File: src/rtl/flash_fe_pkg.sv
`timescale 1ns/1ps
package flash_fe_pkg;

    typedef enum logic {
        BUS_BYTE = 1'b0,
        BUS_WORD = 1'b1
    } bus_width_e;

    function automatic int unsigned cycles_for_ns(input int unsigned ns, input int unsigned period_ns);
        return (ns + period_ns - 1) / period_ns;
    endfunction

endpackage

File: src/rtl/fe_decode.sv
`timescale 1ns/1ps
module fe_decode
    import flash_fe_pkg::*;
#(
    parameter int ADDR_W = 21,
    parameter int DATA_W = 16,
    parameter int BLK_W  = 5,
    parameter int IDX_W  = 4
) (
    input  logic              ce0_n,
    input  logic              ce1_n,
    input  logic              wide,
    input  logic [ADDR_W-1:0] addr,
    input  logic [DATA_W-1:0] wdata,
    input  logic [DATA_W-1:0] rd_word,
    output logic              dev_en,
    output logic [BLK_W-1:0]  blk_idx,
    output logic [IDX_W-1:0]  word_idx,
    output logic [DATA_W-1:0] wr_mask,
    output logic [DATA_W-1:0] wr_word,
    output logic [DATA_W-1:0] rd_bus
);
    localparam int LANE_W = DATA_W / 2;

    bus_width_e mode;
    logic       hi_lane;

    always_comb begin
        dev_en   = ~ce0_n & ~ce1_n;
        mode     = bus_width_e'(wide);
        hi_lane  = addr[0];
        blk_idx  = addr[ADDR_W-1 -: BLK_W];
        word_idx = addr[IDX_W:1];
        if (mode == BUS_BYTE) begin
            wr_word = {2{wdata[LANE_W-1:0]}};
            wr_mask = hi_lane ? {{LANE_W{1'b1}}, {LANE_W{1'b0}}}
                              : {{LANE_W{1'b0}}, {LANE_W{1'b1}}};
            rd_bus  = hi_lane ? {{LANE_W{1'b0}}, rd_word[DATA_W-1:LANE_W]}
                              : {{LANE_W{1'b0}}, rd_word[LANE_W-1:0]};
        end else begin
            wr_word = wdata;
            wr_mask = '1;
            rd_bus  = rd_word;
        end
    end

endmodule

File: src/rtl/fe_recovery.sv
`timescale 1ns/1ps
module fe_recovery #(
    parameter int RECOV_CYC = 48
) (
    input  logic clk,
    input  logic rst_n,
    input  logic pwd_n,
    output logic valid
);
    localparam int CNT_W = $clog2(RECOV_CYC + 1);

    typedef struct packed {
        logic [CNT_W-1:0] cnt;
    } rec_t;

    rec_t d, q;

    always_comb begin
        d = q;
        if (!pwd_n) begin
            d.cnt = CNT_W'(RECOV_CYC);
        end else if (q.cnt != '0) begin
            d.cnt = q.cnt - 1'b1;
        end
        valid = pwd_n && (q.cnt == '0);
    end

    always_ff @(posedge clk or negedge rst_n) begin
        if (!rst_n) begin
            q.cnt <= CNT_W'(RECOV_CYC);
        end else begin
            q <= d;
        end
    end

    AST_RECOV_HOLD: assert property (@(posedge clk) disable iff (!rst_n)
        $rose(pwd_n) |=> !valid);
    AST_CNT_RANGE: assert property (@(posedge clk) disable iff (!rst_n)
        q.cnt <= CNT_W'(RECOV_CYC));

endmodule

File: src/rtl/fe_wsm.sv
`timescale 1ns/1ps
module fe_wsm #(
    parameter int DATA_W = 16,
    parameter int WORDS  = 16,
    parameter int BLK_W  = 5,
    parameter int WR_CYC = 4
) (
    input  logic                     clk,
    input  logic                     rst_n,
    input  logic                     pwd_n,
    input  logic                     go,
    input  logic                     wr_req,
    input  logic                     lock_req,
    input  logic [BLK_W-1:0]         blk_idx,
    input  logic [$clog2(WORDS)-1:0] word_idx,
    input  logic [DATA_W-1:0]        wr_mask,
    input  logic [DATA_W-1:0]        wr_word,
    output logic [DATA_W-1:0]        rd_word,
    output logic                     busy,
    output logic                     err,
    output logic                     done,
    output logic                     blk_locked
);
    localparam int IDX_W  = $clog2(WORDS);
    localparam int NBLK   = 1 << BLK_W;
    localparam int BCNT_W = $clog2(WR_CYC + 1);

    typedef struct packed {
        logic [NBLK-1:0]   lock;
        logic [BCNT_W-1:0] busy_cnt;
        logic [IDX_W-1:0]  pidx;
        logic [DATA_W-1:0] pdata;
        logic [DATA_W-1:0] pmask;
        logic              err;
        logic              done;
    } wsm_t;

    wsm_t              d, q;
    logic [DATA_W-1:0] mem_d [WORDS];
    logic [DATA_W-1:0] mem_q [WORDS];

    always_comb begin
        d     = q;
        mem_d = mem_q;
        if (q.busy_cnt != '0) begin
            d.busy_cnt = q.busy_cnt - 1'b1;
            if (q.busy_cnt == BCNT_W'(1)) begin
                mem_d[q.pidx] = (mem_q[q.pidx] & ~q.pmask) | (q.pdata & q.pmask);
                d.done        = 1'b1;
            end
        end else if (go) begin
            if (lock_req) begin
                d.lock[blk_idx] = 1'b1;
            end else if (wr_req) begin
                if (q.lock[blk_idx]) begin
                    d.err = 1'b1;
                end else begin
                    d.busy_cnt = BCNT_W'(WR_CYC);
                    d.pidx     = word_idx;
                    d.pdata    = wr_word;
                    d.pmask    = wr_mask;
                end
            end
        end
        if (!pwd_n) begin
            mem_d      = mem_q;
            d.busy_cnt = '0;
            d.lock     = '0;
            d.err      = 1'b0;
            d.done     = 1'b0;
        end
        rd_word    = mem_q[word_idx];
        busy       = (q.busy_cnt != '0);
        err        = q.err;
        done       = q.done;
        blk_locked = q.lock[blk_idx];
    end

    always_ff @(posedge clk or negedge rst_n) begin
        if (!rst_n) begin
            q <= '0;
            for (int i = 0; i < WORDS; i++) begin
                mem_q[i] <= '0;
            end
        end else begin
            q     <= d;
            mem_q <= mem_d;
        end
    end

    AST_ABORT_CLEARS: assert property (@(posedge clk) disable iff (!rst_n)
        !pwd_n |=> (q.busy_cnt == '0) && !q.err && !q.done && (q.lock == '0));
    AST_LOCKED_NO_BUSY: assert property (@(posedge clk) disable iff (!rst_n)
        (pwd_n && go && !busy && wr_req && !lock_req && q.lock[blk_idx]) |=> !busy);
    AST_BUSY_BOUND: assert property (@(posedge clk) disable iff (!rst_n)
        q.busy_cnt <= BCNT_W'(WR_CYC));

endmodule

File: src/rtl/flash_front_end.sv
`timescale 1ns/1ps
module flash_front_end
    import flash_fe_pkg::*;
#(
    parameter int ADDR_W   = 21,
    parameter int DATA_W   = 16,
    parameter int BLK_W    = 5,
    parameter int WORDS    = 16,
    parameter int CLK_NS   = 10,
    parameter int RECOV_NS = 480,
    parameter int WR_CYC   = 4
) (
    input  logic              clk,
    input  logic              rst_n,
    input  logic              pwd_n,
    input  logic              ce0_n,
    input  logic              ce1_n,
    input  logic              wide,
    input  logic [ADDR_W-1:0] addr,
    input  logic [DATA_W-1:0] wdata,
    input  logic              wr_req,
    input  logic              lock_req,
    output logic [DATA_W-1:0] rdata,
    output logic              data_valid,
    output logic              dev_en,
    output logic              standby,
    output logic              deep_pd,
    output logic              busy,
    output logic              rb_pd_n,
    output logic              sts_ready,
    output logic              sts_err,
    output logic              sts_done,
    output logic              blk_locked
);
    localparam int IDX_W     = $clog2(WORDS);
    localparam int RECOV_CYC = int'(cycles_for_ns(RECOV_NS, CLK_NS));

    logic [BLK_W-1:0]  blk_idx;
    logic [IDX_W-1:0]  word_idx;
    logic [DATA_W-1:0] wr_mask, wr_word, rd_word, rd_bus;
    logic              en_w, valid_w, busy_w, go;

    fe_decode #(.ADDR_W(ADDR_W), .DATA_W(DATA_W), .BLK_W(BLK_W), .IDX_W(IDX_W)) u_dec (
        .ce0_n(ce0_n), .ce1_n(ce1_n), .wide(wide), .addr(addr), .wdata(wdata),
        .rd_word(rd_word), .dev_en(en_w), .blk_idx(blk_idx), .word_idx(word_idx),
        .wr_mask(wr_mask), .wr_word(wr_word), .rd_bus(rd_bus)
    );

    fe_recovery #(.RECOV_CYC(RECOV_CYC)) u_rec (
        .clk(clk), .rst_n(rst_n), .pwd_n(pwd_n), .valid(valid_w)
    );

    fe_wsm #(.DATA_W(DATA_W), .WORDS(WORDS), .BLK_W(BLK_W), .WR_CYC(WR_CYC)) u_wsm (
        .clk(clk), .rst_n(rst_n), .pwd_n(pwd_n), .go(go), .wr_req(wr_req),
        .lock_req(lock_req), .blk_idx(blk_idx), .word_idx(word_idx),
        .wr_mask(wr_mask), .wr_word(wr_word), .rd_word(rd_word), .busy(busy_w),
        .err(sts_err), .done(sts_done), .blk_locked(blk_locked)
    );

    always_comb begin
        go         = en_w && valid_w;
        dev_en     = en_w;
        data_valid = valid_w;
        rdata      = go ? rd_bus : '0;
        deep_pd    = ~pwd_n;
        standby    = pwd_n & ~en_w;
        busy       = busy_w;
        rb_pd_n    = ~busy_w;
        sts_ready  = ~busy_w;
    end

    AST_DISABLED_QUIET: assert property (@(posedge clk) disable iff (!rst_n)
        (ce0_n || ce1_n) |-> (rdata == '0));
    AST_STANDBY_QUIET: assert property (@(posedge clk) disable iff (!rst_n)
        standby |-> (rdata == '0) && !deep_pd);

endmodule

File: config.mk
export PLATFORM = sky130hd
export DESIGN_NAME = flash_front_end
export DESIGN_NICKNAME = d
export VERILOG_FILES = /design/src/rtl/flash_fe_pkg.sv /design/src/rtl/fe_decode.sv /design/src/rtl/fe_recovery.sv /design/src/rtl/fe_wsm.sv /design/src/rtl/flash_front_end.sv
export SDC_FILE = /design/constraint.sdc
export NUM_CORES = 1
export LEC_CHECK = 0
export ABC_AREA = 0
export BUFFER_PORTS_ARGS = -buffer_cell sky130_fd_sc_hd__buf_4
export CAP_MARGIN = 20
export CELL_PAD_IN_SITES_DETAIL_PLACEMENT = 1
export CELL_PAD_IN_SITES_GLOBAL_PLACEMENT = 2
export CORE_UTILIZATION = 39
export CTS_CLUSTER_DIAMETER = 120
export DETAILED_ROUTE_END_ITERATION = 10
export PLACE_DENSITY_LB_ADDON = 0.05
export SYNTH_ARGS = -nofsm -noshare
export SYNTH_HDL_FRONTEND = slang
export SYNTH_HIERARCHICAL = 1
export SYNTH_SLANG_ARGS = --single-unit
File: constraint.sdc
create_clock -name clk -period 2.9 [get_ports clk]
set_input_delay 0.145 -clock clk [delete_from_list [all_inputs] [get_ports clk]]
set_output_delay 0.145 -clock clk [all_outputs]
set_load 0.02 [all_outputs]
==> flow_summary.rst <==
.. list-table::
   :header-rows: 1

   * - Metric
     - Value
   * - Critical path data required time
     - 2.76 ns
   * - Setup violators final
     - 0
   * - Total global routing overflow
     - 0
   * - Clock slew at reported path FFs
     - 0.05 ns
   * - Setup repair after global routing missed its margin
     - no
   * - Net count of the finished layout
     - 1559
   * - Logic gate share of total power
     - 0.081
   * - Post-detailed-routing wire length
     - 53700 µm
   * - I/O Buffers
     - 59
   * - Floorplan Core Area
     - 44400 µm²
   * - Power per cell area
     - 524 nW/µm²
   * - Initial antenna violation count
     - 0
   * - Run status
     - finished, final reports clean
   * - Synthesized flop and latch total
     - 335
   * - Starting Density
     - 0.398
   * - Max Fanout on Critical Path
     - 3
   * - Reg2Reg Setup Slack
     - 0.19 ns
   * - Slew @ Worst Pin
     - 0.768 ns
   * - DR DRC count
     - 0
   * - Maximum clock insertion buffer count
     - 3
   * - Final antenna-violating net count
     - 0
   * - Fillcell total
     - 4552
   * - Timing-limited maximum frequency
     - 0.351 GHz
   * - Share of power burned in the clock network
     - 0.479
   * - Worst R2R End
     - u_wsm/q[13]
   * - Leak Pwr
     - 9.01 nW
   * - Portion of the clock cycle consumed by the worst path in the final layout
     - 0.982
   * - Portion of the post-synthesis area used by sequential elements
     - 0.475
   * - Chip width
     - 215 µm
   * - Fin. max-slew vios
     - 0
   * - N_diodes
     - 0
   * - Clock tree from TritonCTS
     - built
   * - Avg WL per Cell
     - 25.2 µm
   * - Synthesized area per cell
     - 12.1 µm²
   * - IO Count
     - 71
   * - Max-slew headroom
     - 0.488
   * - Min-Delay Path Depth
     - 3
   * - Net switching power
     - 2.59 mW
   * - Number of synthesized flops with an enable pin
     - 0
   * - Number of failing hold endpoints at the final stage
     - 0
   * - Classification of the worst-slack hold path
     - in2reg
   * - CP arrival
     - 2.70 ns
   * - Critical path origin
     - u_wsm/mem_q[29]
   * - Commonest cells after routing, fill and taps aside
     - sky130_fd_sc_hd__dfrtp_1 (330), sky130_fd_sc_hd__nor2_1 (222), sky130_fd_sc_hd__a21oi_1 (196)
   * - Number of distinct library cells after synthesis
     - 53
   * - Number of global-route vias before repair
     - 12800
   * - Clock Sinks
     - 335
   * - Mapped cell area
     - 17700 µm²
   * - Setup crit start kind
     - flip-flop
   * - R2r startpoint
     - u_rec/q[1]
   * - Register share of total power
     - 0.440
   * - Max H-tree Level
     - 2
   * - R2R cell count
     - 11
   * - Net Sw Frac
     - 0.239
   * - Height of the die
     - 215 µm
   * - Full die area
     - 46100 µm²
   * - Layout cell share with drive strength beyond 1
     - 0.313
   * - Design internal power
     - 8.25 mW
   * - Post-synthesis async set-or-reset flop share
     - 1.00
   * - Setup crit end kind
     - primary output
   * - Total iterations of the first detailed-routing run
     - 5
   * - Type of the worst setup path
     - reg2out
   * - Placement-stage cell area
     - 19100 µm²
   * - Violation count after the first detailed-routing iteration
     - 925
   * - Start point of the worst hold path
     - addr[17]
   * - Number of buffers inserted during clock tree synthesis
     - 41
   * - Total nets after synthesis
     - 1503
   * - Average vias per placed instance
     - 5.60
   * - Number of rows created at floorplan
     - 77
   * - Most frequently used flop master after synthesis
     - sky130_fd_sc_hd__dfrtp_1
   * - DP HPWL
     - 35500 µm
   * - Via count
     - 11900
   * - Total global-route track usage
     - 0.244
   * - Total number of yosys warnings
     - 6
   * - Post-route cell area
     - 20700 µm²
   * - Area growth from synthesis to layout
     - 17.2%
   * - End point of the most critical hold path
     - u_wsm/q[51]
   * - First-pass GRT wire length
     - 83500 µm
   * - Clock Root Buffer
     - sky130_fd_sc_hd__clkbuf_16
   * - Accumulated negative setup slack
     - 0 ns
   * - VDD IR max
     - 0.000472 V
   * - Final RePlAce weighted congestion
     - 0.771
   * - Most frequent standard cell in the layout excluding fill and tap cells
     - sky130_fd_sc_hd__dfrtp_1
   * - Clock Latency Late Sink
     - 0.57 ns
   * - Number of instances in the synthesized netlist
     - 1456
   * - Final period demand of the worst path
     - 2.85 ns
   * - Max-cap violations
     - 0
   * - Layout Skew
     - 0.0202 ns
   * - Largest net degree at the start of global routing
     - 83
==> power groups by stage <==
stage | sequential [mW] | clock, mW | combinational (mW)
floorplan | 4.84 | 0 | 0.511
global placement | 4.85 | 0 | 0.864
detailed placement | 4.85 | 0 | 0.869
CTS | 4.77 | 5.35 | 0.894
global route | 4.78 | 5.52 | 0.951
finish | 4.77 | 5.19 | 0.874
==> per-layer routing <==
layer / track usage / wire, µm / part of all wire / up-vias
li1: - / - / - / 5365
met1: 0.336 / 23900 / 0.45 / 6292
met2: 0.393 / 26100 / 0.49 / 220
met3: 0.0439 / 2440 / 0.045 / 70
met4: 0.0724 / 1240 / 0.023 / 0
met5: 0 / 0 / 0 / -
==> repair_timing <==
item                       CTS  global route
buffers inserted             2             2
pin swaps                    0             0
resized for setup            2             5
cloned                       0             0
hold endpoints to repair    93             0
hold buffers                20             0
setup endpoints to repair    2            67
==> Yosys cell counts, types with 2 or more instances <==
cell / n / share of area
sky130_fd_sc_hd__a21boi_0: 2 / 0.00085
sky130_fd_sc_hd__a21oi_1: 196 / 0.056
sky130_fd_sc_hd__a31oi_1: 2 / 0.00071
sky130_fd_sc_hd__and2_1: 12 / 0.0043
sky130_fd_sc_hd__and3_1: 13 / 0.0046
sky130_fd_sc_hd__and3_2: 7 / 0.0030
sky130_fd_sc_hd__buf_1: 5 / 0.0011
sky130_fd_sc_hd__buf_2: 13 / 0.0037
sky130_fd_sc_hd__buf_4: 49 / 0.021
sky130_fd_sc_hd__buf_6: 13 / 0.0083
sky130_fd_sc_hd__clkbuf_1: 80 / 0.017
sky130_fd_sc_hd__dfrtp_1: 333 / 0.47
sky130_fd_sc_hd__dfstp_2: 2 / 0.0030
sky130_fd_sc_hd__ha_1: 2 / 0.0014
sky130_fd_sc_hd__inv_1: 8 / 0.0017
sky130_fd_sc_hd__mux2_2: 15 / 0.0096
sky130_fd_sc_hd__mux2_4: 37 / 0.031
sky130_fd_sc_hd__mux2i_1: 11 / 0.0062
sky130_fd_sc_hd__mux2i_4: 16 / 0.020
sky130_fd_sc_hd__mux4_2: 163 / 0.21
sky130_fd_sc_hd__nand2_1: 77 / 0.016
sky130_fd_sc_hd__nand2b_1: 6 / 0.0021
sky130_fd_sc_hd__nand3_1: 9 / 0.0026
sky130_fd_sc_hd__nand3b_1: 4 / 0.0017
sky130_fd_sc_hd__nand4b_1: 3 / 0.0015
sky130_fd_sc_hd__nor2_1: 222 / 0.047
sky130_fd_sc_hd__nor2b_1: 11 / 0.0039
sky130_fd_sc_hd__nor3_1: 17 / 0.0048
sky130_fd_sc_hd__o21a_1: 26 / 0.011
sky130_fd_sc_hd__o21ai_0: 71 / 0.020
sky130_fd_sc_hd__o22ai_1: 3 / 0.0011
sky130_fd_sc_hd__or3_1: 5 / 0.0018
sky130_fd_sc_hd__or3b_2: 2 / 0.00099
sky130_fd_sc_hd__or4_1: 2 / 0.00085
==> per-stage QoR <==
stage / hold slack, ns / total power [mW] / worst slack (ns) / std cells / util
finish: 0.0555 / 10.8 / 0.0508 / 2135 / 0.466
global route: 0.0749 / 11.2 / 0.00192 / 2135 / 0.466
detailed placement: 0.221 / 5.72 / 0.0524 / 2037 / 0.430
floorplan: -0.151 / 5.35 / 0.0652 / 1456 / -
CTS: 0.0362 / 11.0 / 0.00181 / 2133 / 0.465
global placement: 0.219 / 5.72 / 0.104 / 2037 / 0.430
==> worst max-delay path, cell delays in order, from the launching register on <==
cell and delay (ns):
sky130_fd_sc_hd__dfrtp_1 0.41, sky130_fd_sc_hd__mux4_2 0.47, sky130_fd_sc_hd__mux4_2 0.61, sky130_fd_sc_hd__mux2_4 0.34, sky130_fd_sc_hd__and3_4 0.19, sky130_fd_sc_hd__buf_6 0.12
==> worst max-delay path by stage <==
stage,cells past startpoint,endpoint,slack (ns)
floorplan,12,u_wsm/q[10],0.07
global placement,11,u_wsm/q[12],0.10
detailed placement,11,u_wsm/q[17],0.05
CTS,6,rdata[13],0.002
global route,5,rdata[5],0.002
finish,5,rdata[5],0.05
==> cell families (layout without fill, tap and decap cells) <==
kind of cell / count (synthesis) / after routing / synth area share
adders and majority gates: 2 / 2 / 0.00142
muxes: 242 / 242 / 0.276
and+or+nand+nor: 401 / 401 / 0.102
AOI/OAI and AO/OA: 308 / 308 / 0.0940
buffers and inverters: 168 / 255 / 0.0526
DFF: 335 / 335 / 0.475
==> registers in the layout (all words and copies together) (netlist names) <==
| name | flops |
|---|---|
| u_rec/q | 6 |
| u_wsm/done | 1 |
| u_wsm/err | 1 |
| u_wsm/mem_q | 256 |
| u_wsm/q | 71 |
==> final cells by class <==
cell class,instances,area (µm²),area share
Sequential cell,335,8390,0.405
Timing Repair Buffer,173,1740,0.0842
Multi-Input combinational cell,953,8440,0.408
Clock inverter,7,88.8,0.00429
Tap cell,592,741,0.0358
Clock buffer,67,1270,0.0612
Inverter,8,30.0,0.00145
Note: power is estimated with default switching activity, not from simulation.
